**src/rtl/mcr_pkg.sv**
```systemverilog
package mcr_pkg;

  typedef enum logic [1:0] {
    WK_ASSIGN = 2'd0,
    WK_SET    = 2'd1,
    WK_RESET  = 2'd2,
    WK_MOVE   = 2'd3
  } wr_kind_e;

  typedef struct packed {
    logic we;
    logic val;
  } bit_wr_t;

  // Bit-level filtering of one proposed write under the enable.
  function automatic bit_wr_t filter_bit(wr_kind_e kind, logic valid,
                                         logic din, logic en);
    bit_wr_t r;
    r = '0;
    unique case (kind)
      WK_ASSIGN: begin r.we = valid; r.val = din & en; end
      WK_SET:    begin r.we = valid & din & en; r.val = 1'b1; end
      WK_RESET:  begin r.we = valid & din & en; r.val = 1'b0; end
      default:   begin r.we = valid; r.val = 1'b0; end
    endcase
    return r;
  endfunction

endpackage

```
**src/rtl/mcr_stack.sv**
```systemverilog
module mcr_stack #(
  parameter int DEPTH = 8,
  localparam int CW = $clog2(DEPTH + 1),
  localparam int IW = (DEPTH > 1) ? $clog2(DEPTH) : 1
) (
  input  logic          clk,
  input  logic          rst_n,
  input  logic          on_i,
  input  logic          off_i,
  input  logic          enter_i,
  input  logic          rlo_i,
  input  logic          leave_i,
  output logic          active_o,
  output logic [CW-1:0] depth_o,
  output logic          gate_o,
  output logic          push_o,
  output logic          pop_o,
  output logic          ovf_o,
  output logic          unf_o
);

  logic                active_q;
  logic [CW-1:0]       depth_q;
  logic [DEPTH-1:0]    bits_q;
  logic [DEPTH-1:0]    live_mask;
  logic                full, empty, stack_cmd, want_leave, want_enter;

  assign full       = (depth_q == CW'(DEPTH));
  assign empty      = (depth_q == '0);
  assign stack_cmd  = active_q & ~off_i & ~on_i;
  assign want_leave = stack_cmd & leave_i;
  assign want_enter = stack_cmd & enter_i & ~leave_i;

  assign push_o = want_enter & ~full;
  assign pop_o  = want_leave & ~empty;
  assign ovf_o  = want_enter & full;
  assign unf_o  = want_leave & empty;

  always_comb begin
    for (int i = 0; i < DEPTH; i++) begin
      live_mask[i] = (CW'(i) < depth_q);
    end
  end

  assign gate_o   = ~active_q | (&(bits_q | ~live_mask));
  assign active_o = active_q;
  assign depth_o  = depth_q;

  always_ff @(posedge clk) begin
    if (!rst_n) begin
      active_q <= 1'b0;
      depth_q  <= '0;
      bits_q   <= '0;
    end else if (off_i) begin
      active_q <= 1'b0;
      depth_q  <= '0;
    end else if (on_i) begin
      active_q <= 1'b1;
    end else if (pop_o) begin
      depth_q <= depth_q - 1'b1;
    end else if (push_o) begin
      bits_q[depth_q[IW-1:0]] <= rlo_i;
      depth_q                 <= depth_q + 1'b1;
    end
  end

endmodule

```
**src/rtl/mcr_write_filter.sv**
```systemverilog
module mcr_write_filter
  import mcr_pkg::*;
#(
  parameter int WORD_W = 16
) (
  input  logic [1:0]        kind_i,
  input  logic              valid_i,
  input  logic              bit_i,
  input  logic [WORD_W-1:0] word_i,
  input  logic              en_i,
  output logic              we_o,
  output logic              bit_o,
  output logic [WORD_W-1:0] word_o
);

  bit_wr_t  bw;
  wr_kind_e kind;

  assign kind = wr_kind_e'(kind_i);

  always_comb begin
    bw     = filter_bit(kind, valid_i, bit_i, en_i);
    we_o   = bw.we;
    bit_o  = bw.val;
    word_o = (kind == WK_MOVE && en_i) ? word_i : '0;
  end

endmodule

```
**src/rtl/mcr_gate.sv**
```systemverilog
module mcr_gate #(
  parameter int DEPTH  = 8,
  parameter int WORD_W = 16,
  localparam int CW = $clog2(DEPTH + 1)
) (
  input  logic              clk,
  input  logic              rst_n,
  input  logic              cmd_on,
  input  logic              cmd_off,
  input  logic              cmd_enter,
  input  logic              open_rlo,
  input  logic              cmd_leave,
  input  logic              wr_valid,
  input  logic [1:0]        wr_kind,
  input  logic              wr_bit,
  input  logic [WORD_W-1:0] wr_word,
  output logic              flow_en,
  output logic              ovf_err,
  output logic              unf_err,
  output logic              out_we,
  output logic              out_bit,
  output logic [WORD_W-1:0] out_word
);

  logic          stk_active;
  logic [CW-1:0] stk_depth;
  logic          push_evt, pop_evt;

  mcr_stack #(.DEPTH(DEPTH)) u_stack (
    .clk      (clk),
    .rst_n    (rst_n),
    .on_i     (cmd_on),
    .off_i    (cmd_off),
    .enter_i  (cmd_enter),
    .rlo_i    (open_rlo),
    .leave_i  (cmd_leave),
    .active_o (stk_active),
    .depth_o  (stk_depth),
    .gate_o   (flow_en),
    .push_o   (push_evt),
    .pop_o    (pop_evt),
    .ovf_o    (ovf_err),
    .unf_o    (unf_err)
  );

  mcr_write_filter #(.WORD_W(WORD_W)) u_filter (
    .kind_i  (wr_kind),
    .valid_i (wr_valid),
    .bit_i   (wr_bit),
    .word_i  (wr_word),
    .en_i    (flow_en),
    .we_o    (out_we),
    .bit_o   (out_bit),
    .word_o  (out_word)
  );

endmodule

```
**config.mk**
```make
export PLATFORM = sky130hd
export DESIGN_NAME = mcr_gate
export DESIGN_NICKNAME = d
export VERILOG_FILES = /design/src/rtl/mcr_pkg.sv /design/src/rtl/mcr_stack.sv /design/src/rtl/mcr_write_filter.sv /design/src/rtl/mcr_gate.sv
export SDC_FILE = /design/constraint.sdc
export NUM_CORES = 1
export LEC_CHECK = 0
export ABC_AREA = 1
export BUFFER_PORTS_ARGS = -buffer_cell sky130_fd_sc_hd__buf_4
export CAP_MARGIN = 30
export CELL_PAD_IN_SITES_DETAIL_PLACEMENT = 0
export CELL_PAD_IN_SITES_GLOBAL_PLACEMENT = 1
export CORE_MARGIN = 2
export CORE_UTILIZATION = 33
export CTS_CLUSTER_SIZE = 28
export DETAILED_ROUTE_END_ITERATION = 8
export GPL_TIMING_DRIVEN = 0
export PLACE_DENSITY_LB_ADDON = 0.25
export SETUP_SLACK_MARGIN = 0.1
export SYNTH_ARGS = -nofsm -noshare
export SYNTH_HDL_FRONTEND = slang
export SYNTH_SLANG_ARGS = --single-unit
```
**constraint.sdc**
```tcl
create_clock -name clk -period 4.58 [get_ports clk]
set_input_delay 0.458 -clock clk [delete_from_list [all_inputs] [get_ports clk]]
set_output_delay 0.458 -clock clk [all_outputs]
set_load 0.02 [all_outputs]
```
**Word level (Yosys, flattened, before mapping)**

Index checks and enable logic that the tools add are counted.

- Bits in registers: 13
- Bits of input ports: 27

- Add/subtract/negate cells: 2
- Magnitude comparators: 10
- Eq/ne operators: 4
- Multiplexer cells: 7
- Bitwise gates (word level): 23
- Reductions and logical operators: 9

Operators by type and width:

| cell | number |
|---|---|
| < comparator 3 x 4 -> 1 bit (first input constant) | 4 |
| two-way mux 16 bit | 1 |
| bitwise AND 1 bit | 12 |
| bitwise mux 8 bit | 1 |
| < comparator 1 x 4 -> 1 bit (first input constant) | 2 |
| < comparator 2 x 4 -> 1 bit (first input constant) | 2 |
| two-way mux 4 bit | 2 |
| NOT 1 bit | 8 |
| NOT 8 bit | 1 |
| bitwise OR 8 bit | 1 |
| AND reduction 8 bit | 1 |
| case mux 2 bit (3 select lines) | 1 |
| adder 4 x 1 -> 4 bit (second input constant) | 1 |
| equality test 2 bit (second input constant) | 2 |
| equality test 4 bit (second input constant) | 1 |
| logical NOT 4 bit | 1 |
| < comparator 3 x 4 -> 1 bit (second input constant) | 1 |
| AND reduction 4 bit | 1 |
| subtractor 4 x 1 -> 4 bit (second input constant) | 1 |
| demux 1 bit (select 3 bit) | 1 |
| >= comparator 3 x 1 -> 1 bit (second input constant) | 1 |
| equality test 2 x 1 -> 1 bit (second input constant) | 1 |
| logical AND 1 bit | 2 |
| logical NOT 2 bit | 1 |
| other kinds (5) | 5 |

**Depth between registers and ports, before layout**

Gate-level depths: netlist of the first run.

- Word-level depth: 8
- Gate-level depth with buffers: 11

**Modules after synthesis**

A second synthesis of the first run with hierarchy kept.

- Cell total of the unflattened synthesis: 184
- Area, all modules: 1088.5 um2

By module, submodules not included:

| module | instances | cells an instance | area an instance (um2) |
|---|---|---|---|
| mcr_stack | 1 | 141 | 880.8 |
| mcr_write_filter | 1 | 43 | 207.7 |

**Least setup slack after synthesis of the first run**

Ideal clock, no wire load.

- Kind: flip-flop to output port
- Start point: register u_stack.depth_q[0] (netlist: u_stack.depth_o[0])
- End point: output out_word[10]
- Arrival time: 1.672 ns
- Required time: 4.122 ns
- Path slack: 2.450 ns
- Stages on the path, launching flop included: 12
- Path buffers: 1
- Path through: dfxtp_1 -> inv_1 -> ha_1 -> inv_1 -> nor2_4 -> inv_2 -> nand2_1 -> nand2_1 -> nand2_2 -> nand2_4 -> buf_12 -> nor2_2

- Word-level cells in the longest chain between the ends: 7

Ends and longest elaborated chain:

| what | line | RTL |
|---|---|---|
| start: declaration | mcr_stack.sv:23 | `logic [CW-1:0] depth_q;` |
| start signal: assignment | mcr_stack.sv:60 | `depth_q <= depth_q - 1'b1;` |
| start signal: assignment | mcr_stack.sv:63 | `depth_q <= depth_q + 1'b1;` |
| < comparator 1 x 4 -> 1 bit, or another cell as far along | mcr_stack.sv:41 | `live_mask[i] = (CW'(i) < depth_q);` |
| NOT 8 bit * | mcr_stack.sv:45 | `assign gate_o = ~active_q \| (&(bits_q \| ~live_mask));` |
| bitwise OR 8 bit * | mcr_stack.sv:45 |  |
| AND reduction 8 bit * | mcr_stack.sv:45 |  |
| bitwise OR 1 bit * | mcr_stack.sv:45 |  |
| net flow_en | mcr_gate.sv:17 | `output logic flow_en,` |
| logical AND 1 bit * | mcr_write_filter.sv:25 | `word_o = (kind == WK_MOVE && en_i) ? word_i : '0;` |
| two-way mux 16 bit * | mcr_write_filter.sv:25 |  |
| end: declaration | mcr_gate.sv:22 | `output logic [WORD_W-1:0] out_word` |

The timed path passes the listed nets; every way through them passes the cells marked *.

**Worst setup path in the final report of the first run**

- Start point: register u_stack.depth_q[0] (netlist: u_stack.depth_o[0])
- End point: output out_word[13]

- Word-level cells in the longest chain between the ends: 7

Ends and longest elaborated chain:

| what | line |
|---|---|
| < comparator 1 x 4 -> 1 bit, or another cell as far along | mcr_stack.sv:41 |
| NOT 8 bit * | mcr_stack.sv:45 |
| bitwise OR 8 bit * | mcr_stack.sv:45 |
| AND reduction 8 bit * | mcr_stack.sv:45 |
| bitwise OR 1 bit * | mcr_stack.sv:45 |
| logical AND 1 bit * | mcr_write_filter.sv:25 |
| two-way mux 16 bit * | mcr_write_filter.sv:25 |

Every way passes the cells marked *; elsewhere a longest branch is shown, timed or not.

==> results of run 1 <==
cells by family after synthesis:
kind of cell,Yosys count,share of synthesized area
XOR/XNOR,2,0.0161
AO/OA/AOI/OAI,25,0.115
adder cells (fa/ha/maj),3,0.0345
AND/OR/NAND/NOR,96,0.418
buffers and inverters,44,0.177
flip-flops,13,0.239
final timing paths:
check             slack (ns)  cells after the start            endpoint
setup / recovery        1.96                     12        out_word[13]
setup reg to reg        2.74                      9  u_stack.depth_o[0]
hold / removal          0.41                      3    u_stack.active_o
hold reg to reg         0.46                      2   u_stack.bits_q[1]
registers in the layout (all words and copies together) (netlist names):
signal	flops
u_stack.bits_q	8
u_stack.depth_o	4
u_stack.active_o	1
placed cells by master, fill, tap and decap left out, types with 2 or more instances in the layout:
| master | instances |
|---|---|
| nor2_2 | 9 |
| clkbuf_4 | 3 |
| ha_1 | 3 |
| nand3_1 | 6 |
| nor2_1 | 26 |
| inv_1 | 37 |
| buf_4 | 47 |
| nand2_4 | 3 |
| inv_2 | 3 |
| nor2_4 | 4 |
| o21ai_0 | 11 |
| nor3_1 | 2 |
| a21oi_1 | 14 |
| nand2_1 | 42 |
| nand2_2 | 2 |
| dfxtp_1 | 13 |
worst min-delay path, stage by stage:
cell and delay, ns:
buf_4 0.08, nor2_1 0.03, nor2_1 0.08
cell type report:
cell class	count	area, sq um	area share
Tap cell	44	55.1	0.0362
Multi-Input combinational cell	126	636	0.417
Inverter	42	161	0.106
Sequential cell	13	260	0.171
Buffer	2	31.3	0.0205
Timing Repair Buffer	47	353	0.232
Clock buffer	4	26.3	0.0173
per-stage QoR:
step / cell area [sq um] / instances
2_1_floorplan: 1090 / 183
3_3_place_gp: 1500 / 274
3_5_place_dp: 1500 / 274
4_1_cts: 1520 / 278
5_1_grt: 1520 / 278
6_report: 1520 / 278
power breakdown:
| group | total, mW | internal, mW | leakage (nW) | switching, mW |
|---|---|---|---|---|
| registers | 0.114 | 0.113 | 0.105 | 0.000686 |
| logic | 0.0600 | 0.0303 | 0.682 | 0.0297 |
| clock network | 0.0721 | 0.0338 | 0.0150 | 0.0383 |
per-layer routing:
| metal | wire length [um] | vias to the layer above | track usage |
|---|---|---|---|
| met2 | 1170 | 41 | 0.257 |
| li1 | - | 656 | - |
| met5 | 0 | - | 0 |
| met3 | 269 | 5 | 0.0189 |
| met4 | 37 | 0 | 0.0547 |
| met1 | 1220 | 492 | 0.196 |
==> out/metrics.yaml, run 1 <==
run_status: "completed"
synth_edf_count: 0
yosysSeqAreaShare: 0.239
ys_seq_elements: 13
routed_wl_um: 2700
cp-start-kind: "flop"
path_cells: "inv_1, ha_1, inv_1, nor2_4, inv_2, nand2_1, nand2_1, nand2_2, nand2_4, buf_12, nor2_2, buf_4"
cts_root_buffer: "clkbuf_4"
dr_total_vias: 1194
grt_pass1_wl_um: 4330
regToRegStartpoint: "u_stack.depth_o[0]"
gr-usage-all-layers: 0.151
ctsHtreeMaxLevel: 1
rsz0062_at_grt: "false"
path_clk_slew_ns: 0.07
path_buf_inv: 5
antenna_found_initial: 0
synthArstFlopShare: 0
worstPathArrival_ns: 2.17
required_ns: 4.12
post_cts_buffers: 0
grt_max_degree: 11
dp_hpwl_um: 2260
avgRoutedWirePerCell_um: 9.72
port_buffers: 47
synthFlopType: "dfxtp_1"
die_w_um: 61.4
finalPower_mw: 0.246
place.gp.congestion: 0.775
fmax_mhz: 381
initial_utilization: 0.351
synth_area_leaders: "dfxtp_1, nand2_1, inv_1"
syn2layout_area_growth_pct: 39.9
period_needed_ns: 2.62
power.density_mw_per_mm2: 162
critPathKind: "flop to primary output"
yosysTopAreaCellShare: 0.239
ys.warnings.count: 0
cts-hold-fix-buffers: 0
critical_path.startpoint: "u_stack.depth_o[0]"
drv_slew: 0
maxCapViolations: 0
synth_cells: 183
yosysMostFrequentCell: "nand2_1"
holdWs_ns: 0.413
crit_fanout: 10
vdd_drop_max_v: 0.000128
drtPass1Iterations: 4
synth_common_cells: "nand2_1, inv_1, nor2_1"
setup_slack_ns: 1.96
setup_violations: 0
syn-num-nets: 213
worst_clock_skew_ns: 0.0101
hold_viol_final: 0
syn_area_per_cell_sq_um: 5.95
clock_sinks: 13
cts_buffers: 3
cts_tree: "done"
core_sq_mm: 0.00310
nets: 265
grt_pass1_vias: 1034
drive_gt1_frac: 0.321
first_iter_violations: 32
pin_count: 48
fin_crit_sh: 0.573
cpPeakStageDelay_ns: 0.51
ant_nets: 0
grt_overflow_total: 0
worst_pin_slew_ns: 0.337
nFillCells: 368
fp.dieH_um: 61.4
drcViolationCount: 0
vias_per_cell: 4.29
min_path_type: "input pin to flop"
rows: 20
clk_latency_ns: 0.28
hold_start: "cmd_on"
slowest_stage: "dfxtp_1"
leakage_nw: 0.802
dp_slack_ns: 2.26
slew_headroom: 0.775
ys_types: 22
fin_util: 0.491
endpoint_kind: "primary output"
path_delay_family: "buffers and inverters"
synth_top_cell_by_area: "dfxtp_1"
ctsResizeCount: 0
die_area_sq_mm: 0.00377
tns_ns: 0
cts_buffer_depth: 2
antenna_cells: 0
syn_area_sq_mm: 0.00109
Note: power is estimated with default switching activity, not from simulation.
==> run 2: changes to the inputs <==
--- a/config.mk
+++ b/config.mk
@@ -11,7 +11,7 @@
 export CELL_PAD_IN_SITES_DETAIL_PLACEMENT = 0
 export CELL_PAD_IN_SITES_GLOBAL_PLACEMENT = 1
 export CORE_MARGIN = 2
-export CORE_UTILIZATION = 33
+export CORE_UTILIZATION = 30
 export CTS_CLUSTER_SIZE = 28
 export DETAILED_ROUTE_END_ITERATION = 8
 export GPL_TIMING_DRIVEN = 0
==> constraint.sdc (replaced) <==
create_clock -name clk -period 2.7 [get_ports clk]
set_input_delay 0.27 -clock clk [delete_from_list [all_inputs] [get_ports clk]]
set_output_delay 0.27 -clock clk [all_outputs]
set_load 0.02 [all_outputs]
==> run 2 against run 1 <==
  * Clock power is 75% higher
  * Non-clock buffer count is the same
  * Sequential share of layout area hardly changed
  * Global-route usage shrank 0.70 points
  * Register-to-register slack got worse by 1.8 ns
  * Worst hold slack worse by 0.19 ns
  * First-iteration DRC count is 9.4% lower
  * Total power grew 71%
  * Clock skew is 0.0088 ns lower
  * Final cell count up 0.72%
  * Utilization shrank 4.4 points
  * Critical path type unchanged
  * Largest cell class unchanged
  * Highest routed layer unchanged
==> out/metrics.yaml, run 2 (synthesis results as in run 1) <==
maxCapViolations: 0
fmax_mhz: 431
pin_count: 48
rsz0062_at_grt: "false"
die_w_um: 64.2
critical_path.startpoint: "u_stack.depth_o[0]"
clk_latency_ns: 0.28
gr-usage-all-layers: 0.144
die_area_sq_mm: 0.00413
min_path_cells: 3
worst_clock_skew_ns: 0.00125
final_area_sq_mm: 0.00153
fin_util: 0.447
setup_slack_ns: 0.381
tns_ns: 0
leakage_nw: 0.802
core_sq_mm: 0.00342
largest_reg_flops: 8
finalPower_mw: 0.422
slew_headroom: 0.778
cts_buffer_depth: 2
ctsHtreeMaxLevel: 1
drtPass1Iterations: 4
fp.dieH_um: 64.2
cp.depth: 12
final_cells: 280
reg2reg_slack_ns: 0.99
final_cell_mix: "buf_4, nand2_1, inv_1, nor2_1, a21oi_1"
place.gp.congestion: 0.752
cts_tree: "done"
port_buffers: 47
cts_buffers: 3
vdd_drop_max_v: 0.000254
hold_viol_final: 0
endpoint_kind: "primary output"
initial_utilization: 0.319
path_cells: "inv_1, ha_1, inv_1, nor2_4, inv_2, nand2_1, nand2_1, nand2_2, nand2_4, buf_12, nor2_2, buf_4"
cpPeakStageDelay_ns: 0.38
dp_hpwl_um: 2290
syn2layout_area_growth_pct: 40.2
path_delay_family: "buffers and inverters"
antenna_cells: 0
clock_sinks: 13
rows: 21
rr_endpoint: "u_stack.depth_o[2]"
grt_max_degree: 11
first_iter_violations: 29
path_clk_slew_ns: 0.08
placed_area_sq_mm: 0.00150
slowest_stage: "dfxtp_2"
worstPathArrival_ns: 2.05
power.density_mw_per_mm2: 276
hold_start: "cmd_on"
regToRegStartpoint: "u_stack.depth_o[0]"
worst_pin_slew_ns: 0.333
final_common_cell: "buf_4"
min_path_type: "input pin to flop"
run_status: "completed"
avgRoutedWirePerCell_um: 10.0
grt_overflow_total: 0
holdWs_ns: 0.219
grt_pass1_wl_um: 4730
period_needed_ns: 2.32
placedCellCount: 276
largest-register: "u_stack.bits_q"
hold_path_end: "u_stack.active_o"
cts-hold-fix-buffers: 0
required_ns: 2.43
reg2reg_depth: 9
routed_wl_um: 2810
drive_gt1_frac: 0.325
cp-start-kind: "flop"
critPathKind: "flop to primary output"
fin_crit_sh: 0.859
vias_per_cell: 4.23
drcViolationCount: 0
setup_violations: 0
drv_slew: 0
antenna_found_initial: 0
dr_total_vias: 1185
dp_slack_ns: 0.559
cts_root_buffer: "clkbuf_4"
ant_nets: 0
nets: 265
path_buf_inv: 5
crit_fanout: 10
grt_pass1_vias: 1119
[run 2: cell counts in the layout (fill, tap and decap cells not counted)]
Identical to the previous run, type by type.
[run 2: worst min-delay path: stages]
cell    delay (ns)
buf_4         0.09
nor2_1        0.03
nor2_1        0.08
[run 2: area by class of cell]
class / count / area [sq um]
plain buffers: 2 / 31.3
clock buffers: 4 / 26.3
fillers: 365 / 1890
inverters: 42 / 161
multi-input cells: 126 / 636
flip-flops and latches: 13 / 262
well taps: 46 / 57.6
repair buffers: 47 / 353
[run 2: how the worst max path moves through the flow]
stage	end
finish	out_word[8]
global route	out_word[11]
CTS	out_word[11]
detailed placement	out_word[11]
global placement	out_word[12]
floorplan	out_word[10]
[run 2: what timing repair did]
action | CTS | global route
setup buffers | 0 | 0
hold endpoints to repair | 0 | 0
resized for setup | 0 | 1
setup endpoints to repair | 0 | 10
[run 2: power by group]
part | leakage (nW) | switching [mW] | internal (mW)
combinational | 0.682 | 0.0505 | 0.0515
sequential | 0.105 | 0.00116 | 0.192
clock | 0.0150 | 0.0688 | 0.0574
total | 0.802 | 0.120 | 0.301
[run 2: routing by layer]
metal	vias up	wire length, um	track usage	part of all wire
li1	648	-	-	-
met1	492	1290	0.171	0.46
met2	41	1250	0.247	0.44
met3	4	229	0.0299	0.082
met4	0	38	0.0638	0.014
met5	-	0	0	0
